File: src/rtl/daf_pkg.sv
`timescale 1ns/1ps
package daf_pkg;
    localparam int BYTE_W  = 8;
    localparam int N_BYTES = 6;
    localparam int WORD_W  = 2 * BYTE_W;
    localparam int N_WORDS = N_BYTES / 2;
    localparam int SEL_W   = 2;
    localparam int BC_BIT  = 1;
    localparam int PF_BIT  = 5;

    typedef enum logic [1:0] {
        KIND_NONE    = 2'b00,
        KIND_PERFECT = 2'b01,
        KIND_BCAST   = 2'b10
    } kind_e;
endpackage

File: src/rtl/daf_cfg_regs.sv
`timescale 1ns/1ps
module daf_cfg_regs #(
    parameter int WORD_W  = 16,
    parameter int N_WORDS = 3,
    parameter int SEL_W   = 2,
    parameter int BC_BIT  = 1,
    parameter int PF_BIT  = 5
) (
    input  logic                        clk,
    input  logic                        rst_n,
    input  logic                        cfg_we,
    input  logic [SEL_W-1:0]            cfg_sel,
    input  logic [WORD_W-1:0]           cfg_wdata,
    output logic [N_WORDS*WORD_W-1:0]   stn_addr,
    output logic                        bc_en,
    output logic                        pf_en
);
    localparam int CTRL_SEL = N_WORDS;

    typedef struct packed {
        logic [N_WORDS-1:0][WORD_W-1:0] words;
        logic                           bc_en;
        logic                           pf_en;
    } cfg_t;

    cfg_t cfg_d, cfg_q;

    always_comb begin
        cfg_d = cfg_q;
        if (cfg_we) begin
            if (int'(cfg_sel) == CTRL_SEL) begin
                cfg_d.bc_en = cfg_wdata[BC_BIT];
                cfg_d.pf_en = cfg_wdata[PF_BIT];
            end else if (int'(cfg_sel) < N_WORDS) begin
                cfg_d.words[cfg_sel] = cfg_wdata;
            end
        end
    end

    always_ff @(posedge clk) begin
        if (!rst_n) cfg_q <= '0;
        else        cfg_q <= cfg_d;
    end

    // Highest select holds the earliest pair of address bytes.
    for (genvar j = 0; j < N_WORDS; j++) begin : g_map
        assign stn_addr[j*WORD_W +: WORD_W] = cfg_q.words[N_WORDS-1-j];
    end

    assign bc_en = cfg_q.bc_en;
    assign pf_en = cfg_q.pf_en;
endmodule

File: src/rtl/daf_byte_sel.sv
`timescale 1ns/1ps
module daf_byte_sel #(
    parameter int N_BYTES = 6,
    parameter int BYTE_W  = 8,
    parameter int IDX_W   = 3
) (
    input  logic [N_BYTES*BYTE_W-1:0] addr,
    input  logic [IDX_W-1:0]          idx,
    output logic [BYTE_W-1:0]         byte_out
);
    logic [BYTE_W-1:0] lanes [N_BYTES];

    for (genvar k = 0; k < N_BYTES; k++) begin : g_lane
        assign lanes[k] = addr[k*BYTE_W +: BYTE_W];
    end

    always_comb begin
        byte_out = '0;
        for (int k = 0; k < N_BYTES; k++) begin
            if (int'(idx) == k) byte_out = lanes[k];
        end
    end
endmodule

File: src/rtl/daf_frame_ctrl.sv
`timescale 1ns/1ps
module daf_frame_ctrl
    import daf_pkg::*;
#(
    parameter int N_BYTES = 6,
    parameter int BYTE_W  = 8
) (
    input  logic                        clk,
    input  logic                        rst_n,
    input  logic                        rx_valid,
    input  logic                        rx_sof,
    input  logic [BYTE_W-1:0]           rx_byte,
    input  logic [N_BYTES*BYTE_W-1:0]   live_addr,
    input  logic                        live_bc_en,
    input  logic                        live_pf_en,
    output logic                        dec_valid,
    output logic                        dec_accept,
    output kind_e                       dec_kind
);
    localparam int AW    = N_BYTES * BYTE_W;
    localparam int CNT_W = $clog2(N_BYTES + 1);

    typedef struct packed {
        logic             active;
        logic [CNT_W-1:0] cnt;
        logic [AW-1:0]    snap_addr;
        logic             snap_bc_en;
        logic             snap_pf_en;
        logic             pf_hit;
        logic             bc_hit;
        logic             dv;
        logic             acc;
        kind_e            kind;
    } st_t;

    st_t st_d, st_q;

    logic              start;
    logic [AW-1:0]     ref_addr;
    logic [CNT_W-1:0]  ref_idx;
    logic [BYTE_W-1:0] ref_byte;
    logic              byte_pf, byte_bc, pf_all, bc_all;

    assign start    = rx_valid && rx_sof;
    assign ref_addr = start ? live_addr : st_q.snap_addr;
    assign ref_idx  = start ? '0 : st_q.cnt;

    daf_byte_sel #(
        .N_BYTES (N_BYTES),
        .BYTE_W  (BYTE_W),
        .IDX_W   (CNT_W)
    ) u_sel (
        .addr     (ref_addr),
        .idx      (ref_idx),
        .byte_out (ref_byte)
    );

    assign byte_pf = (rx_byte == ref_byte);
    assign byte_bc = (rx_byte == {BYTE_W{1'b1}});

    always_comb begin
        st_d      = st_q;
        st_d.dv   = 1'b0;
        st_d.acc  = 1'b0;
        st_d.kind = KIND_NONE;
        pf_all    = st_q.pf_hit & byte_pf;
        bc_all    = st_q.bc_hit & byte_bc;
        if (start) begin
            st_d.active     = 1'b1;
            st_d.cnt        = CNT_W'(1);
            st_d.snap_addr  = live_addr;
            st_d.snap_bc_en = live_bc_en;
            st_d.snap_pf_en = live_pf_en;
            st_d.pf_hit     = byte_pf;
            st_d.bc_hit     = byte_bc;
        end else if (rx_valid && st_q.active) begin
            st_d.cnt    = st_q.cnt + 1'b1;
            st_d.pf_hit = pf_all;
            st_d.bc_hit = bc_all;
            if (st_q.cnt == CNT_W'(N_BYTES - 1)) begin
                st_d.active = 1'b0;
                st_d.dv     = 1'b1;
                if (st_q.snap_pf_en && pf_all) begin
                    st_d.acc  = 1'b1;
                    st_d.kind = KIND_PERFECT;
                end else if (st_q.snap_bc_en && bc_all) begin
                    st_d.acc  = 1'b1;
                    st_d.kind = KIND_BCAST;
                end
            end
        end
    end

    always_ff @(posedge clk) begin
        if (!rst_n) st_q <= '0;
        else        st_q <= st_d;
    end

    assign dec_valid  = st_q.dv;
    assign dec_accept = st_q.acc;
    assign dec_kind   = st_q.kind;
endmodule

File: src/rtl/rx_addr_filter.sv
`timescale 1ns/1ps
module rx_addr_filter
    import daf_pkg::*;
(
    input  logic        clk,
    input  logic        rst_n,
    input  logic        cfg_we,
    input  logic [1:0]  cfg_sel,
    input  logic [15:0] cfg_wdata,
    input  logic        rx_valid,
    input  logic        rx_sof,
    input  logic [7:0]  rx_byte,
    output logic        dec_valid,
    output logic        dec_accept,
    output logic [1:0]  dec_kind
);
    logic [N_BYTES*BYTE_W-1:0] stn_addr;
    logic                      bc_en, pf_en;
    kind_e                     kind;

    daf_cfg_regs #(
        .WORD_W  (WORD_W),
        .N_WORDS (N_WORDS),
        .SEL_W   (SEL_W),
        .BC_BIT  (BC_BIT),
        .PF_BIT  (PF_BIT)
    ) u_cfg (
        .clk       (clk),
        .rst_n     (rst_n),
        .cfg_we    (cfg_we),
        .cfg_sel   (cfg_sel),
        .cfg_wdata (cfg_wdata),
        .stn_addr  (stn_addr),
        .bc_en     (bc_en),
        .pf_en     (pf_en)
    );

    daf_frame_ctrl #(
        .N_BYTES (N_BYTES),
        .BYTE_W  (BYTE_W)
    ) u_frame (
        .clk        (clk),
        .rst_n      (rst_n),
        .rx_valid   (rx_valid),
        .rx_sof     (rx_sof),
        .rx_byte    (rx_byte),
        .live_addr  (stn_addr),
        .live_bc_en (bc_en),
        .live_pf_en (pf_en),
        .dec_valid  (dec_valid),
        .dec_accept (dec_accept),
        .dec_kind   (kind)
    );

    assign dec_kind = kind;
endmodule

File: config.mk
export PLATFORM = sky130hd
export DESIGN_NAME = rx_addr_filter
export DESIGN_NICKNAME = d
export VERILOG_FILES = /design/src/rtl/daf_pkg.sv /design/src/rtl/daf_cfg_regs.sv /design/src/rtl/daf_byte_sel.sv /design/src/rtl/daf_frame_ctrl.sv /design/src/rtl/rx_addr_filter.sv
export SDC_FILE = /design/constraint.sdc
export NUM_CORES = 1
export LEC_CHECK = 0
export BUFFER_PORTS_ARGS = -buffer_cell sky130_fd_sc_hd__buf_2
export CAP_MARGIN = 20
export CORE_ASPECT_RATIO = 1.4
export CORE_MARGIN = 1.5
export CORE_UTILIZATION = 28
export CTS_CLUSTER_DIAMETER = 60
export DETAILED_ROUTE_END_ITERATION = 6
export HOLD_SLACK_MARGIN = 0.08
export PLACE_DENSITY = 0.51
export SYNTH_ARGS = -nofsm -noshare
export SYNTH_HDL_FRONTEND = slang
export SYNTH_SLANG_ARGS = --single-unit
File: constraint.sdc
create_clock -name clk -period 2.72 [get_ports clk]
set_input_delay 0.272 -clock clk [delete_from_list [all_inputs] [get_ports clk]]
set_output_delay 0.272 -clock clk [all_outputs]
set_load 0.01 [all_outputs]
==> results.toml, run 1 <==
[worst_hold_path]
holdPathStages = 3
hold_class = "in -> reg"
whs_endpoint = "u_cfg.stn_addr[42]"
hp-start = "cfg_wdata[10]"

[worst_setup_path]
slowest_stage = "dfxtp_1"
cp_num_buf_inv = 1
worst_setup_path_start_kind = "flop"
rrSetupSlack_ns = 0.39
path_cells = "buf_4 > nor2_1 > o21ai_0 > o31ai_1 > xnor2_1 > nand4_1 > o311a_1"
reg2regPathDepth = 7
worstReg2RegStart = "u_frame.st_q[58]"
critPathArrivalTime_ns = 2.56
crit_required_ns = 2.96
cp-end-kind = "flop"
crit_fanout = 7
worst-setup-path-type = "reg -> reg"
slowest_delay_ns = 0.39
r2r_end = "u_frame.dec_kind[1]"
cpLargestDelayFamily = "compound AO/OA/AOI/OAI gates"

[drt]
antenna_left = 0
vias = 3927
routed_wl_um = 12800
route.detailed.drc = 0
drt_iter0_markers = 240
wire_per_inst_um = 15.9
via_per_inst = 4.88
dr.pass1.iters = 4

[die]
core_sq_um = 16700
die_w_um = 113
die_area_sq_um = 17800
die_h_um = 157
io_pins = 35
row_count = 56
initial_core_util_pct = 28.5

[timing]
slew_headroom_pct = 60.6
post-route-min-period_ns = 2.33
maxSlewViolCount = 0
tns_ns = 0
timing.fmax_mhz = 429
clock_skew_ns = 0.00561
fin_crit_sh_pct = 85.6
hold_viol_final = 0
tightest_slew_ns = 0.591
grt_setup_unrepaired = "no"
setup_violations = 0

[cts]
insertion_delay_ns = 0.35
htree_levels = 3
cts.clk_slew.worst_paths_ns = 0.07
cts_tree = "done"
cts_resized = 0
post-cts-setup-buffers = 0
hold_buffers = 0
cts_made_buffers = 9
clkSinkCount = 110
clockRootBuffer = "clkbuf_16"
cts.path.max_buffers = 2

[final_layout]
n_antenna_cell = 0
seq_area_sq_um = 2200
multi_input_area_sq_um = 2350
n_fill_cell = 1786
syn2layout_area_growth_pct = 14.2
fin_cells = 804
finalNetCount = 629
drive_above_1_share_pct = 12.6

[synthesis]
yosysTopAreaCell = "dfxtp_1"
syn-num-nets = 615
synthesis.instances = 582
ys_seq_elements = 110
ys.flop_type = "dfxtp_1"
synth_common_cells = "204 x nand2_1, 110 x dfxtp_1, 95 x a21boi_0"
yosysMostFrequentCell = "nand2_1"
yosysTopAreaCellShare_pct = 46.3
synth_area_per_cell_sq_um = 8.18
ys_seq_area_share_pct = 46.3
synthTopCellsByArea = "dfxtp_1 46%, nand2_1 16%, a21boi_0 15%, clkbuf_1 2.5%, a21oi_1 1.3%"
yosysWarnings = 0
synth-async-reset-ratio_pct = 0
synth.distinct_cells = 47
synth_edf_count = 0
netlist_area_sq_um = 4760

[placement]
gp_congestion = 0.890
dpl.cell_count = 788
dp_hpwl_um = 9310
io_buffer_count = 34

[power]
total_power_uw = 3380
ir_drop_v = 0.000275
p_leak_uw = 0.00182
power.density_nw_per_um2 = 623

[global_route]
antenna_found_initial = 0
first_global_vias = 4053
grt_max_degree = 67
overflow = 0
grt_usage_pct = 15.1
grt_pass1_wl_um = 21000

[run]
drv_cap = 0

[outcome]
status = "completed"
-- worst register-to-register path, stage by stage (launching register included) --
cell and delay (ns):
dfxtp_1 0.39, buf_4 0.20, nor2_1 0.37, o21ai_0 0.21
o31ai_1 0.31, xnor2_1 0.15, nand4_1 0.21, o311a_1 0.39
-- state kept, by name, summed over array words and instances (netlist names) --
signal              flops
u_frame.st_q           56
u_cfg.stn_addr         48
u_frame.dec_kind        2
u_cfg.bc_en             1
u_cfg.pf_en             1
u_frame.dec_accept      1
u_frame.dec_valid       1
-- area by class of cell --
class                   instances  share of cell area, %
repair buffers                 47                   5.16
clock inverters                 6                   1.73
well taps                     203                   4.67
clock buffers                  10                   4.40
multi-input cells             424                   43.2
flip-flops and latches        110                   40.5
inverters                       4                  0.276
-- through the flow --
step | setup WS (ns) | area [sq um] | hold slack, ns | utilization (%)
CTS | 0.364 | 5430 | 0.171 | 32.6
global placement | 0.354 | 5100 | 0.453 | 30.6
global route | 0.137 | 5430 | 0.189 | 32.6
finish | 0.391 | 5430 | 0.180 | 32.6
detailed placement | 0.369 | 5100 | 0.457 | 30.6
floorplan | 0.852 | 4760 | 0.407 | -
-- worst max path at each step --
stage / start / to / slack, ns / cells past startpoint
finish: u_frame.st_q[58] / u_frame.dec_kind[1] / 0.39 / 7
global route: u_frame.st_q[58] / u_frame.dec_kind[1] / 0.14 / 7
CTS: u_frame.st_q[58] / u_frame.dec_kind[1] / 0.36 / 7
detailed placement: rx_sof / u_frame.dec_kind[1] / 0.37 / 8
floorplan: u_frame.st_q[56] / u_frame.dec_kind[1] / 0.85 / 7
global placement: rx_sof / u_frame.dec_kind[1] / 0.35 / 8
-- logic make-up (layout without fill, tap and decap cells) --
family | after synthesis | count (layout) | share of synthesized area [%]
and+or+nand+nor | 258 | 258 | 23.1
AOI/OAI and AO/OA | 152 | 152 | 23.0
DFF | 110 | 110 | 46.3
buffers and inverters | 48 | 67 | 4.55
xor gates and xnor gates | 7 | 7 | 1.29
muxes | 5 | 5 | 1.31
adders and majority gates | 2 | 2 | 0.526
-- report_power, final --
part	internal [uW]	total, uW	switching (uW)
clock network	839	1440	606
logic	105	268	163
registers	1640	1670	27.8
-- cell usage in the layout, fill, tap and decap left out, types with 4 or more instances in the layout --
| cell type | netlist | routed |
|---|---|---|
| nor3_1 | 8 | 8 |
| nand3_1 | 5 | 5 |
| buf_4 | 4 | 12 |
| buf_2 | 5 | 34 |
| o211ai_1 | 6 | 6 |
| o21ai_0 | 12 | 12 |
| a21boi_1 | 4 | 4 |
| nor2b_1 | 5 | 5 |
| dfxtp_1 | 110 | 110 |
| clkbuf_16 | 0 | 9 |
| o31ai_1 | 6 | 6 |
| nand2_1 | 204 | 203 |
| xnor2_1 | 6 | 6 |
| o221ai_1 | 4 | 4 |
| mux2i_1 | 4 | 4 |
| nand4b_1 | 4 | 4 |
| nor2_1 | 12 | 12 |
| a21oi_1 | 12 | 12 |
| a21boi_0 | 95 | 95 |
-- per-layer routing --
metal	part of all wire, %	vias up	global-route usage (%)
met1	45	1882	17.9
met2	51	50	27.3
li1	-	1980	-
met5	0	-	0
met3	2.0	15	1.81
met4	1.9	0	6.55
Power figures use the tool's default switching activity.
==> inputs of run 2 (changes only) <==
Settings changed: ABC_AREA set to 0, CORE_UTILIZATION 28 to 45, PLACE_DENSITY 0.51 to 0.7.
==> run 2 against run 1 <==
Register-to-register slack worse by 0.03 ns. Setup slack worse by 0.029 ns. Via count is 2.8% higher. Non-clock buffer count is 1 higher. Sequential cell count stayed put. Sequential power hardly changed. Design area is 2.7% lower. Global-route usage is 7.0 points higher. Largest cell class unchanged. Highest routed layer unchanged.
==> results.toml, run 2 (synthesized netlist as in run 1, its figures left out) <==
[timing]
timing.fmax_mhz = 424
grt_setup_unrepaired = "no"
setup_violations = 0
tightest_slew_ns = 0.504
clock_skew_ns = 0.00351
fin_crit_sh_pct = 86.7
maxSlewViolCount = 0
timing.final.ws_setup_ns = 0.362
post-route-min-period_ns = 2.36
hold_viol_final = 0
slew_headroom_pct = 66.1
tns_ns = 0

[global_route]
grt_pass1_wl_um = 19700
first_global_vias = 3909
grt_max_degree = 64
overflow = 0
grt_usage_pct = 22.1
antenna_found_initial = 0

[cts]
cts.clk_slew.worst_paths_ns = 0.07
cts.path.max_buffers = 2
htree_levels = 3
post-cts-setup-buffers = 0
clockRootBuffer = "clkbuf_16"
cts_tree = "done"
clkSinkCount = 110
cts_resized = 0
hold_buffers = 0
cts_made_buffers = 9
insertion_delay_ns = 0.34

[drt]
antenna_left = 0
via_per_inst = 5.46
drt_iter0_markers = 291
routed_wl_um = 11900
wire_per_inst_um = 16.1
vias = 4037
dr.pass1.iters = 5
route.detailed.drc = 0

[die]
row_count = 44
core_sq_um = 10300
die_w_um = 89.9
io_pins = 35
die_h_um = 125
die_area_sq_um = 11200
initial_core_util_pct = 46.0

[power]
power.density_nw_per_um2 = 597
total_power_uw = 3160
ir_drop_v = 0.000313
p_leak_uw = 0.00180

[final_layout]
layout_common_cells = "203 x nand2_1, 110 x dfxtp_1, 95 x a21boi_0, 34 x buf_2, 14 x buf_4"
fin_cells = 739
drive_above_1_share_pct = 12.6
regMostFlops = "u_frame.st_q"
n_antenna_cell = 0
largest_reg_flops = 56
finalNetCount = 630
n_fill_cell = 1062
syn2layout_area_growth_pct = 11.1
mostFrequentLayoutCell = "nand2_1"

[worst_setup_path]
worst_setup_path_start_kind = "flop"
critPathArrivalTime_ns = 2.59
rrSetupSlack_ns = 0.36
worst-setup-path-type = "reg -> reg"
crit_fanout = 11
crit_required_ns = 2.95
cp-end-kind = "flop"

[run]
drv_cap = 0

[placement]
pre_cts_ws_ns = 0.386
gp_congestion = 0.870
io_buffer_count = 34
dp_hpwl_um = 8320
dpl.cell_count = 724

[worst_hold_path]
hold_class = "in -> reg"

[outcome]
status = "completed"
[run 2: cell count changes in the layout (fill, tap and decap cells not counted)]
cell,change
buf_4,+2
bufinv_16,-2
clkinv_2,+2
buf_12,-1
clkinv_4,-1
[run 2: cell type report]
class	count	area [sq um]	share of cell area (%)
Clock inverter	5	35.0	0.662
Timing Repair Buffer	48	275	5.20
Tap cell	138	173	3.26
Sequential cell	110	2200	41.6
Multi-Input combinational cell	424	2350	44.4
Clock buffer	10	239	4.52
Inverter	4	15.0	0.284
[run 2: worst paths after layout]
check                                   startpoint                  end  depth (start not counted)
worst max-delay path              u_frame.st_q[58]  u_frame.dec_kind[1]                          7
worst min register to register  u_cfg.stn_addr[45]   u_cfg.stn_addr[45]                          2
worst min-delay path                 cfg_wdata[13]   u_cfg.stn_addr[45]                          3
worst max register to register    u_frame.st_q[58]  u_frame.dec_kind[1]                          7
[run 2: critical path, stage by stage, from the launching register on]
cell	delay, ns
dfxtp_1	0.60
nand2b_1	0.32
o21ai_0	0.23
a21oi_1	0.07
o21ai_0	0.28
xnor2_1	0.19
nand3_2	0.16
o311a_1	0.38
[run 2: report_power, final]
group | switching [uW] | internal (uW) | leakage, uW | total, uW
registers | 24.2 | 1640 | 0.000890 | 1670
logic | 165 | 104 | 0.000770 | 270
clock network | 576 | 643 | 0.000135 | 1220
[run 2: routing by layer]
metal  vias up  part of all wire, %  wire [um]  global-route usage (%)
met5         -                    0          0                       0
met4         0                  1.7        196                    7.00
met3        13                  5.1        603                    4.52
met2       134                   51       6000                    37.9
met1      1903                   43       5060                    27.6
li1       1987                    -          -                       -
[run 2: per-stage QoR]
| step | cell area [sq um] | hold slack (ns) | utilization (%) |
|---|---|---|---|
| after detailed placement | 5010 | 0.450 | 48.5 |
| after floorplan | 4760 | 0.407 | - |
| after global routing | 5290 | 0.195 | 51.1 |
| after CTS | 5290 | 0.191 | 51.1 |
| final | 5290 | 0.194 | 51.1 |
| after global placement | 5010 | 0.446 | 48.5 |
==> inputs of run 3 (changes only) <==
--- a/config.mk
+++ b/config.mk
@@ -6,5 +6,5 @@
 export NUM_CORES = 1
 export LEC_CHECK = 0
-export ABC_AREA = 0
+export ABC_AREA = 1
 export BUFFER_PORTS_ARGS = -buffer_cell sky130_fd_sc_hd__buf_2
 export CAP_MARGIN = 20
@@ -15,5 +15,6 @@
 export DETAILED_ROUTE_END_ITERATION = 6
 export HOLD_SLACK_MARGIN = 0.08
-export PLACE_DENSITY = 0.7
+export PLACE_DENSITY = 0.71
+export SETUP_SLACK_MARGIN = 0.15
 export SYNTH_ARGS = -nofsm -noshare
 export SYNTH_HDL_FRONTEND = slang
==> constraint.sdc (replaced) <==
create_clock -name clk -period 2.72 [get_ports clk]
set_input_delay 0.136 -clock clk [delete_from_list [all_inputs] [get_ports clk]]
set_output_delay 0.136 -clock clk [all_outputs]
set_load 0.01 [all_outputs]
==> run 3 against run 2 <==
Non-clock buffer count decreased by 1. Synthesized cell count increased by 13%. Total power increased by 6.0%. Largest power group unchanged.
==> results.toml, run 3 <==
[final_layout]
seq_area_sq_um = 2200
fin_cells = 822
drive_above_1_share_pct = 11.1
multi_input_area_sq_um = 1940
syn2layout_area_growth_pct = 12.2
layout_common_cells = "128 x nand2_1, 110 x dfxtp_1, 89 x inv_1, 84 x nor2_1, 79 x o21ai_0"
n_fill_cell = 1006
regMostFlops = "u_frame.st_q"
mostFrequentLayoutCell = "nand2_1"
finalNetCount = 715
n_antenna_cell = 0
largest_reg_flops = 56
final_core_util_pct = 52.4

[cts]
hold_buffers = 5
htree_levels = 3
post-cts-setup-buffers = 0
clkSinkCount = 110
cts.path.max_buffers = 2
cts_tree = "done"
cts.clk_slew.worst_paths_ns = 0.07
cts_resized = 0
cts_made_buffers = 9
clockRootBuffer = "clkbuf_16"
insertion_delay_ns = 0.35

[power]
p_leak_uw = 0.00217
ir_drop_v = 0.000336
power.density_nw_per_um2 = 639

[global_route]
grt_usage_pct = 22.1
first_global_vias = 3872
overflow = 0
grt_pass1_wl_um = 18600
antenna_found_initial = 0
grt_max_degree = 50

[die]
die_w_um = 89.1
die_h_um = 124
initial_core_util_pct = 46.7
io_pins = 35
row_count = 43
die_area_sq_um = 11000
core_sq_um = 10000

[synthesis]
yosysWarnings = 0
synthesis.instances = 657
synth-async-reset-ratio_pct = 0
yosysMostFrequentCell = "nand2_1"
netlist_area_sq_um = 4670
synth.distinct_cells = 29
yosysTopAreaCellShare_pct = 47.1
syn-num-nets = 690
yosysTopAreaCell = "dfxtp_1"
ys_seq_area_share_pct = 47.1
ys_seq_elements = 110
synthTopCellsByArea = "dfxtp_1 47%, nand2_1 10%, o21ai_0 8.5%, inv_1 7.1%, nor2_1 6.7%"
synth_area_per_cell_sq_um = 7.11
synth_common_cells = "128 x nand2_1, 110 x dfxtp_1, 89 x inv_1"
synth_edf_count = 0
ys.flop_type = "dfxtp_1"

[drt]
vias = 4104
routed_wl_um = 11400
via_per_inst = 4.99
wire_per_inst_um = 13.9
route.detailed.drc = 0
antenna_left = 0
drt_iter0_markers = 313
dr.pass1.iters = 5

[timing]
tns_ns = 0
maxSlewViolCount = 0
slew_headroom_pct = 45.3
post-route-min-period_ns = 2.09
hold_viol_final = 0
fin_worst_hold_slack_ns = 0.105
timing.fmax_mhz = 478
setup_violations = 0
fin_crit_sh_pct = 76.8
grt_setup_unrepaired = "no"
clock_skew_ns = 0.00843
tightest_slew_ns = 0.819

[worst_setup_path]
crit_fanout = 8
worst-setup-path-type = "reg -> reg"
worst_setup_path_start_kind = "flop"
crit_required_ns = 2.97
critPathArrivalTime_ns = 2.34
reg2regPathDepth = 14
cp-end-kind = "flop"

[outcome]
status = "completed"

[placement]
io_buffer_count = 34
dp_hpwl_um = 8170
dpl.cell_count = 801
gp_congestion = 0.882

[worst_hold_path]
hold_class = "in -> reg"
holdPathStages = 3

[run]
drv_cap = 0
-- run 3: path summary, 6_finish.rpt --
check	slack, ns	endpoint	start
max	0.63	u_frame.dec_kind[1]	u_frame.st_q[57]
min	0.11	u_cfg.stn_addr[18]	cfg_wdata[2]
max reg2reg	0.63	u_frame.dec_kind[1]	u_frame.st_q[57]
min reg2reg	0.45	u_cfg.stn_addr[30]	u_cfg.stn_addr[30]
-- run 3: layout make-up --
type,count,area share (%)
flip-flops and latches,110,42.0
multi-input cells,422,37.1
inverters,92,6.59
repair buffers,47,5.35
clock buffers,12,4.89
well taps,135,3.22
clock inverters,4,0.859
-- run 3: layer usage --
| metal | up-vias | track usage, % | wire, um |
|---|---|---|---|
| met4 | 0 | 11.3 | 430 |
| met2 | 91 | 37.3 | 5580 |
| met1 | 1875 | 27.2 | 5040 |
| li1 | 2112 | - | - |
| met5 | - | 0 | 0 |
| met3 | 26 | 3.05 | 356 |
-- run 3: metrics by stage --
step                      instance area [sq um]  total power, uW  worst slack, ns
after global placement                     4890             2040            0.519
after detailed placement                   4890             2050            0.471
after floorplan                            4670             1960             1.09
after CTS                                  5240             3360            0.644
final                                      5240             3350            0.630
after global routing                       5240             3480            0.404
-- run 3: worst max-delay path, cell delays in order (launching register included) --
cell and delay, ns:
dfxtp_1 0.37, inv_1 0.17, nand3_2 0.14, nor2_2 0.36, nand2_1 0.12, nand3_1 0.11, nand2_1 0.09, nand3_1 0.10
nand2_1 0.06, nand2_1 0.07, nand3_2 0.08, nor2_2 0.14, nand3_1 0.08, nand2_1 0.06, inv_1 0.03
-- run 3: cells by family after synthesis --
logic type      count (synthesis)  share of synthesized area (%)
fa+ha+maj                       2                          0.535
buf+inv                       125                           11.3
compound gates                154                           16.8
flops                         110                           47.1
mux                             1                          0.214
simple gates                  265                           24.0
-- run 3: power breakdown --
group	switching (uW)	total, uW	leakage [uW]	internal [uW]
combinational	217	321	0.00112	104
clock	561	1320	0.000152	760
sequential	23.1	1710	0.000898	1680
